File: src/rtl/shb_seq_pkg.sv
`timescale 1ns/100ps
package shb_seq_pkg;
  typedef enum logic [1:0] {
    OPC_ALU_R = 2'b00,
    OPC_ALU_I = 2'b01,
    OPC_MEM   = 2'b10,
    OPC_BR    = 2'b11
  } opc_e;

  typedef enum logic {
    PH_EXEC = 1'b0,
    PH_DATA = 1'b1
  } phase_e;

  typedef struct packed {
    logic mem;
    logic store;
    logic branch;
    logic mdu;
  } dec_t;

  localparam logic [3:0] FN_MUL = 4'b1010;
  localparam logic [3:0] FN_DIV = 4'b1011;
endpackage

File: src/rtl/shb_seq_decode.sv
`timescale 1ns/100ps
module shb_seq_decode
  import shb_seq_pkg::*;
(
  input  logic [1:0] opc_i,
  input  logic       store_i,
  input  logic [3:0] fn_i,
  output dec_t       dec_o
);
  opc_e opc;
  assign opc = opc_e'(opc_i);

  always_comb begin
    dec_o = '0;
    case (opc)
      OPC_ALU_R, OPC_ALU_I: dec_o.mdu = (fn_i == FN_MUL) || (fn_i == FN_DIV);
      OPC_MEM: begin
        dec_o.mem   = 1'b1;
        dec_o.store = store_i;
      end
      OPC_BR:  dec_o.branch = 1'b1;
      default: ;
    endcase
  end
endmodule

File: src/rtl/shb_seq_mdu_timer.sv
`timescale 1ns/100ps
module shb_seq_mdu_timer #(
  parameter int CYCLES = 32
) (
  input  logic clk_i,
  input  logic rst_ni,
  input  logic req_i,
  input  logic adv_i,
  output logic busy_o
);
  localparam int CW = (CYCLES > 2) ? $clog2(CYCLES) : 1;
  localparam logic [CW-1:0] LAST = CW'(CYCLES - 1);

  logic [CW-1:0] cnt_q;

  // busy until the last counted cycle; the IR reloads at the end of it
  assign busy_o = req_i && (cnt_q != LAST);

  always_ff @(posedge clk_i or negedge rst_ni) begin
    if (!rst_ni)              cnt_q <= '0;
    else if (req_i && adv_i)  cnt_q <= (cnt_q == LAST) ? '0 : cnt_q + 1'b1;
  end
endmodule

File: src/rtl/shb_seq_addr_sel.sv
`timescale 1ns/100ps
module shb_seq_addr_sel #(
  parameter int AW = 32
) (
  input  logic          data_sel_i,
  input  logic          br_sel_i,
  input  logic [AW-1:0] pc_i,
  input  logic [AW-1:0] data_addr_i,
  input  logic [AW-1:0] br_target_i,
  output logic [AW-1:0] addr_o
);
  always_comb begin
    if (data_sel_i)    addr_o = data_addr_i;
    else if (br_sel_i) addr_o = br_target_i;
    else               addr_o = pc_i;
  end
endmodule

File: src/rtl/shb_fetch_seq.sv
`timescale 1ns/100ps
module shb_fetch_seq
  import shb_seq_pkg::*;
#(
  parameter int              XLEN       = 32,
  parameter int              AW         = 32,
  parameter int              MDU_CYCLES = 32,
  parameter int              FN_LO      = 16,
  parameter logic [XLEN-1:0] NOP_INSN   = '0
) (
  input  logic            clk_i,
  input  logic            rst_ni,
  input  logic            stall_i,
  input  logic [XLEN-1:0] rdata_i,
  input  logic [AW-1:0]   data_addr_i,
  input  logic            br_taken_i,
  input  logic [AW-1:0]   br_target_i,
  output logic [AW-1:0]   addr_o,
  output logic            rd_no,
  output logic            wr_no,
  output logic [XLEN-1:0] ir_o,
  output logic [AW-1:0]   pc_o,
  output logic [XLEN-1:0] ld_data_o,
  output logic            ld_valid_o,
  output logic            busy_o
);
  localparam int OPC_LO = XLEN - 2;
  localparam int ST_BIT = XLEN - 3;
  localparam int FN_HI  = FN_LO + 3;

  logic [XLEN-1:0] ir_q, ld_q;
  logic [AW-1:0]   pc_q;
  phase_e          ph_q;
  dec_t            dec;
  logic            in_data, issue_data, take_br, mdu_busy, wr_req;

  shb_seq_decode u_dec (
    .opc_i   (ir_q[XLEN-1:OPC_LO]),
    .store_i (ir_q[ST_BIT]),
    .fn_i    (ir_q[FN_HI:FN_LO]),
    .dec_o   (dec)
  );

  shb_seq_mdu_timer #(.CYCLES(MDU_CYCLES)) u_mdu (
    .clk_i  (clk_i),
    .rst_ni (rst_ni),
    .req_i  (dec.mdu),
    .adv_i  (~stall_i),
    .busy_o (mdu_busy)
  );

  assign in_data    = (ph_q == PH_DATA);
  assign issue_data = dec.mem && !in_data;
  assign take_br    = dec.branch && br_taken_i;

  shb_seq_addr_sel #(.AW(AW)) u_addr (
    .data_sel_i  (issue_data),
    .br_sel_i    (take_br),
    .pc_i        (pc_q),
    .data_addr_i (data_addr_i),
    .br_target_i (br_target_i),
    .addr_o      (addr_o)
  );

  assign wr_req = issue_data && dec.store;

  // strobes idle while the bus belongs to another master
  assign rd_no = wr_req || stall_i;
  // write lands only in the low half of the cycle
  assign wr_no = !(wr_req && !stall_i) || clk_i;

  assign ld_valid_o = in_data && !dec.store && !stall_i;
  assign ld_data_o  = ld_q;
  assign ir_o       = ir_q;
  assign pc_o       = pc_q;
  assign busy_o     = mdu_busy;

  always_ff @(posedge clk_i or negedge rst_ni) begin
    if (!rst_ni) begin
      ir_q <= NOP_INSN;
      pc_q <= '0;
      ph_q <= PH_EXEC;
      ld_q <= '0;
    end else if (!stall_i) begin
      if (issue_data) begin
        ph_q <= PH_DATA;
        if (!dec.store) ld_q <= rdata_i;
      end else if (!mdu_busy) begin
        ir_q <= rdata_i;
        pc_q <= addr_o + AW'(1);
        ph_q <= PH_EXEC;
      end
    end
  end
endmodule

File: config.mk
export PLATFORM = sky130hd
export DESIGN_NAME = shb_fetch_seq
export DESIGN_NICKNAME = d
export VERILOG_FILES = /design/src/rtl/shb_seq_pkg.sv /design/src/rtl/shb_seq_decode.sv /design/src/rtl/shb_seq_mdu_timer.sv /design/src/rtl/shb_seq_addr_sel.sv /design/src/rtl/shb_fetch_seq.sv
export SDC_FILE = /design/constraint.sdc
export NUM_CORES = 1
export LEC_CHECK = 0
export ABC_AREA = 1
export CORE_AREA = 2 2 188 98
export CTS_CLUSTER_SIZE = 16
export DETAILED_ROUTE_END_ITERATION = 8
export DIE_AREA = 0 0 190 100
export MAX_ROUTING_LAYER = met4
export PLACE_DENSITY_LB_ADDON = 0.3
export SLEW_MARGIN = 20
export SYNTH_ARGS = -nofsm -noshare
export SYNTH_HDL_FRONTEND = slang
export SYNTH_SLANG_ARGS = --single-unit
File: constraint.sdc
create_clock -name clk_i -period 4 [get_ports clk_i]
set_clock_uncertainty 0.05 [all_clocks]
set_input_delay 0.8 -clock clk_i [delete_from_list [all_inputs] [get_ports clk_i]]
set_output_delay 0.8 -clock clk_i [all_outputs]
set_load 0.01 [all_outputs]
* Yosys cells after proc, flatten, opt, wreduce, memory -nomap -nowiden *
Cells that the tools add are included.

operators by class
  add/sub/neg operators = 2
  muxes and demuxes = 8
  reduce and logical (&&, ||, !) cells = 20
  eq/ne operators = 8
  bitwise gates (word level) = 4

operators with widths
  cell                                                              count
  32-bit 2-to-1 mux                                                 2
  32-bit by 1-bit adder with 32-bit output (second input constant)  1
  4-bit == test (second input constant)                             2
  1-bit logical AND                                                 8
  3-bit AND reduction                                               2
  5-bit by 1-bit adder with 5-bit output (second input constant)    1
  5-bit == test (second input constant)                             1
  5-bit 2-to-1 mux                                                  1
  5-bit inequality test (second input constant)                     1
  2-bit == test (second input constant)                             2
  1-bit logical NOT                                                 4
  1-bit 2-to-1 mux                                                  4
  1-bit inverter                                                    4
  1-bit logical OR                                                  3
  2-bit by 1-bit == test with 1-bit output (second input constant)  1
  2-bit logical NOT                                                 1
  2-bit 2-to-1 mux                                                  1
  2-bit inequality test (second input constant)                     1
  2-bit AND reduction                                               1
  2-bit OR reduction                                                1

word-level totals
  output and inout bits = 132
  logic and storage cells = 47
  flip-flop bits (word level) = 102

* Longest topological paths before layout *
Gate-level depths: netlist of the first run.

  depth after elaboration = 7
  gate-level depth with buffers = 17
  depth with buffers taken out = 15

* By module *
A second synthesis of the first run with hierarchy kept.

second synthesis, totals
  cells, all modules = 856
  area total of the unflattened synthesis = 5806.8 um^2

by module, submodules not included
  module             instances  cells each  seq. area each (um^2)  area each (um^2)
  shb_fetch_seq      1          566         2427.3                 4469.3
  shb_seq_addr_sel   1          240         0.0                    1006.0
  shb_seq_mdu_timer  1          38          125.1                  284.0
  shb_seq_decode     1          12          0.0                    47.5

==> flow_summary.json, run 1 <==
{
  "run_status": "complete, no violations",
  "synth-async-reset-ratio": 1.000,
  "start_util": 0.3358,
  "hpwl_um": 15990,
  "worstSetupStartpointType": "clock port",
  "power_density_mw_per_mm2": 790.9,
  "min_path_type": "in2async",
  "grt_pass1_wl_um": 33070,
  "drive_gt1_frac": 0.08190,
  "r2r-start": "ir_o[31]",
  "core_area_mm2": 0.01765,
  "yosys_warnings": 0,
  "clock_latency_ps": 470,
  "grt_max_degree": 72,
  "slew_headroom": 0.5882,
  "rsz0062_at_grt": "no",
  "drc_errors": 0,
  "rr_endpoint": "pc_o[20]",
  "final_cell_mix": "nand2_1, clkdlybuf4s50_1, inv_1",
  "synth_flop_cell": "dfrtp_1",
  "fin_setup_tns_ps": 0,
  "mostFrequentLayoutCell": "nand2_1",
  "synth-seq-cells": 102,
  "syn-instance-count": 827,
  "synth_xor_area_frac": 0.01035,
  "gp_congestion": 0.9220,
  "cts_hold_buffers": 0,
  "syn_area_mm2": 0.005926,
  "startpoint": "clk_i",
  "drv_slew": 0,
  "port_buffers": 231,
  "rrSetupSlack_ps": 1140,
  "crit_required_ps": 3150,
  "grt_overflow_total": 0,
  "hold_violations": 0,
  "cts_tree": "yes",
  "cap_violations": 0,
  "dr_total_vias": 6077,
  "via_per_inst": 4.711,
  "fill_cells": 1765,
  "clk_pin_slew_worst_paths_ps": 70,
  "dieWidth_um": 190,
  "antenna_found_initial": 0,
  "synth_top_cell_by_area": "dfrtp_1",
  "synth_compound_area_frac": 0.08530,
  "synthMuxAreaShare": 0.003801,
  "yosysSeqAreaShare": 0.4307,
  "ir_drop_mv": 0.3414,
  "antenna_cells": 0,
  "wl_per_cell_um": 16.54,
  "setup.worst_path.class": "clk2out",
  "synth_top_area_share": 0.4307,
  "postRouteAntennaNets": 0,
  "setup_viol": 0,
  "io_pins": 232,
  "cellLeakagePower_nw": 4.142,
  "synth.avg_cell_area_um2": 7.165,
  "placed_area_mm2": 0.008428,
  "fin_area_mm2": 0.008796,
  "synth_top_cells_by_area": "dfrtp_1, nand2_1, inv_1",
  "grt_pass1_vias": 5787,
  "synthDistinctLibCells": 35,
  "r2r_cells": 15,
  "drt_iter0_markers": 461,
  "worst_pin_slew_ps": 617.7,
  "worst-endpoint-arrival_ps": 2960,
  "path_max_fanout": 2,
  "grt_usage": 0.2391,
  "routed_wl_um": 21330,
  "die-area_mm2": 0.01900,
  "nets": 1148,
  "rows": 35,
  "synthAdderAreaFrac": 0.006334,
  "syn_nets": 930,
  "ctsResizeCount": 0,
  "area_growth_pct": 48.44,
  "drtPass1Iterations": 5,
  "cp-end-kind": "primary output",
  "synth_enable_flop_cells": 0,
  "cts_setup_buffers": 0,
  "synthSimpleGateAreaFrac": 0.3448,
  "synth_top_family_by_area": "simple AND/OR/NAND/NOR gates",
  "dieHeight_um": 100
}
critical path, cell delays in order:
cell and delay, ps:
clkbuf_16 120, clkbuf_16 130, nor2_1 100, nand3_1 100, clkdlybuf4s50_1 500
area by class of cell:
| cell class | instances | area, µm² | share of cell area |
|---|---|---|---|
| tap | 240 | 300.3 | 0.03414 |
| clock buffer | 14 | 324.1 | 0.03684 |
| timing repair buffer | 240 | 2400 | 0.2728 |
| sequential | 102 | 2552 | 0.2902 |
| inverter | 128 | 488.0 | 0.05548 |
| multi-input combinational | 560 | 2678 | 0.3044 |
| clock inverter | 6 | 53.80 | 0.006117 |
logic make-up after synthesis:
kind of cell	Yosys count
AOI/OAI and AO/OA	95
buffers and inverters	165
muxes	2
DFF	102
adders and majority gates	3
xor gates and xnor gates	7
and+or+nand+nor	453
Yosys cell counts (5+ instances only):
library cell,number
nand2_1,267
inv_1,123
dfrtp_1,102
o21ai_0,75
nand3_1,72
nor2_1,41
nand2_2,28
nand4_1,23
clkbuf_1,18
buf_2,7
nor2_4,7
xor2_1,7
nor2_2,6
o21bai_1,6
o21ai_1,5
worst max-delay path by stage:
| stage | endpoint | slack, ps |
|---|---|---|
| after floorplan | wr_no | 950 |
| after global placement | addr_o[20] | 410 |
| after detailed placement | addr_o[20] | 360 |
| after CTS | wr_no | 170 |
| after global routing | wr_no | 150 |
| final | wr_no | 190 |
per-stage QoR:
stage	util	cells	hold WS (ps)	power [W]	setup WS [ps]
final	0.4984	1290	292.7	0.006957	194.6
after global routing	0.4984	1290	319.6	0.007498	147.8
after CTS	0.4984	1290	298.2	0.007008	166.9
after detailed placement	0.4776	1271	422.9	0.005927	360.7
after global placement	0.4776	1271	414.2	0.005898	412.5
after floorplan	-	827	398.3	0.003886	946.7
per-layer routing:
layer	wire [µm]	up-vias	GRT usage
li1	-	3016	-
met1	11070	2781	0.3573
met2	7600	264	0.2973
met3	2515	16	0.09755
met4	150	0	0.03697
met5	0	-	-
power breakdown:
part	total (W)	switching, W	internal (W)
logic	0.00410	0.00225	0.00185
clock network	0.00105	0.000466	0.000583
registers	0.00181	0.000312	0.00149
total	0.00696	0.00303	0.00393
flip-flops by register name, summed over array words and instances (netlist names):
name / count
ld_data_o: 32
in_data: 1
u_mdu.cnt_q: 5
pc_o: 32
ir_o: 32
Power figures use the tool's default switching activity.
==> run 2, diff against run 1 <==
--- a/config.mk
+++ b/config.mk
@@ -7,11 +7,12 @@
 export LEC_CHECK = 0
 export ABC_AREA = 1
 export CORE_AREA = 2 2 188 98
-export CTS_CLUSTER_SIZE = 16
+export CTS_CLUSTER_SIZE = 24
 export DETAILED_ROUTE_END_ITERATION = 8
 export DIE_AREA = 0 0 190 100
 export MAX_ROUTING_LAYER = met4
 export PLACE_DENSITY_LB_ADDON = 0.3
+export REMOVE_ABC_BUFFERS = 1
 export SLEW_MARGIN = 20
 export SYNTH_ARGS = -nofsm -noshare
 export SYNTH_HDL_FRONTEND = slang
==> run 2 against run 1 <==
Via count fell by 0.23%. Power rose by 0.39%. Critical path depth rose by 1. Critical endpoint is now addr_o[11].
==> flow_summary.json, run 2 (synthesized netlist as in run 1, its figures left out) <==
{
  "cellLeakagePower_nw": 4.146,
  "cap_violations": 0,
  "nets": 1147,
  "drc_errors": 0,
  "worst_pin_slew_ps": 916.0,
  "grt_usage": 0.2360,
  "worst-endpoint-arrival_ps": 2970,
  "die-area_mm2": 0.01900,
  "instances_no_fill": 1289,
  "max_freq_ghz": 0.2618,
  "wl_per_cell_um": 16.44,
  "port_buffers": 231,
  "slew_headroom": 0.3893,
  "cp-end-kind": "primary output",
  "dieWidth_um": 190,
  "cts_tree": "yes",
  "clkPwrFrac": 0.151,
  "path_max_fanout": 35,
  "placed_cells": 1270,
  "p_total_w": 0.006984,
  "rows": 35,
  "crit_required_ps": 3150,
  "final_cell_mix": "nand2_1, clkdlybuf4s50_1, inv_1",
  "switching_share": 0.4395,
  "min_path_type": "in2async",
  "pwr-share-comb": 0.589,
  "placed_area_mm2": 0.008426,
  "ir_drop_mv": 0.3563,
  "p_switching_w": 0.003069,
  "core_area_mm2": 0.01765,
  "cts_setup_buffers": 0,
  "p_int_w": 0.003915,
  "fin_area_mm2": 0.008806,
  "gp_congestion": 0.9277,
  "hold_violations": 0,
  "routed_wl_um": 21190,
  "mostFrequentLayoutCell": "nand2_1",
  "seqPwrFrac": 0.261,
  "power_density_mw_per_mm2": 793.1,
  "hpwl_um": 15820,
  "rsz0062_at_grt": "no",
  "dieHeight_um": 100,
  "setup_viol": 0,
  "cts_hold_buffers": 0,
  "grt_pass1_vias": 5839,
  "antenna_found_initial": 0,
  "grt_max_degree": 60,
  "setup.worst_path.class": "reg2out",
  "io_pins": 232,
  "grt_overflow_total": 0,
  "postRouteAntennaNets": 0,
  "post-route-min-period_ps": 3820,
  "start_util": 0.3358,
  "drive_gt1_frac": 0.08103,
  "run_status": "complete, no violations",
  "drv_slew": 0,
  "fin_crit_sh": 0.9549,
  "antenna_cells": 0,
  "grt_pass1_wl_um": 33050,
  "ctsResizeCount": 0,
  "clk_pin_slew_worst_paths_ps": 80,
  "drtPass1Iterations": 5,
  "fill_cells": 1744,
  "drt_iter0_markers": 532,
  "worstSetupStartpointType": "flip-flop",
  "area_growth_pct": 48.61,
  "dr_total_vias": 6063,
  "via_per_inst": 4.704,
  "clock_latency_ps": 460
}
run 2: power groups by stage:
stage | sequential, W | combinational, W | clock, W
floorplan | 0.00203 | 0.00170 | 0.00000419
global placement | 0.00182 | 0.00408 | 0.00000629
detailed placement | 0.00182 | 0.00410 | 0.00000629
CTS | 0.00182 | 0.00412 | 0.00108
global route | 0.00188 | 0.00449 | 0.00112
finish | 0.00182 | 0.00411 | 0.00105
run 2: critical path: stages, from the launching register on:
cell	delay (ps)
dfrtp_1	700
nor2_8	80
nand2_4	370
clkinv_4	400
nand2_1	170
nand2_1	220
clkdlybuf4s50_1	550
run 2: metal layers:
layer / up-vias / routed length [µm] / global-route usage
li1: 3014 / - / -
met1: 2769 / 10950 / 0.3609
met2: 268 / 7963 / 0.2996
met3: 12 / 2126 / 0.07343
met4: 0 / 151 / 0.04055
met5: - / 0 / -
run 2: final timing paths:
path                                start  slack, ps        endpoint  cells past startpoint
max                              ir_o[30]        180      addr_o[11]                      6
min                                rst_ni        350   ld_data_o[10]                      1
max reg2reg                      ir_o[30]        930        pc_o[22]                     13
min reg2reg                u_mdu.cnt_q[4]        430  u_mdu.cnt_q[4]                      2
max in group asynchronous          rst_ni       2800        ir_o[14]                      2
min in group clk_i         u_mdu.cnt_q[4]        430  u_mdu.cnt_q[4]                      2
run 2: final cells by class:
cell class	instances	area, µm²	area share
Clock buffer	13	310.3	0.03524
Clock inverter	7	80.08	0.009093
Inverter	128	488.0	0.05541
Multi-Input combinational cell	560	2683	0.3046
Sequential cell	102	2552	0.2899
Tap cell	240	300.3	0.03410
Timing Repair Buffer	239	2392	0.2717
run 2: metrics by stage:
stage / util / worst slack, ps / setup TNS [ps] / hold WS [ps]
2_1_floorplan: - / -522.2 / -25590 / 398.3
3_3_place_gp: 0.4774 / 369.5 / 0 / 415.4
3_5_place_dp: 0.4774 / 335.6 / 0 / 416.2
4_1_cts: 0.4990 / 189.1 / 0 / 371.3
5_1_grt: 0.4990 / 35.24 / 0 / 389.6
6_report: 0.4990 / 180.4 / 0 / 347.7
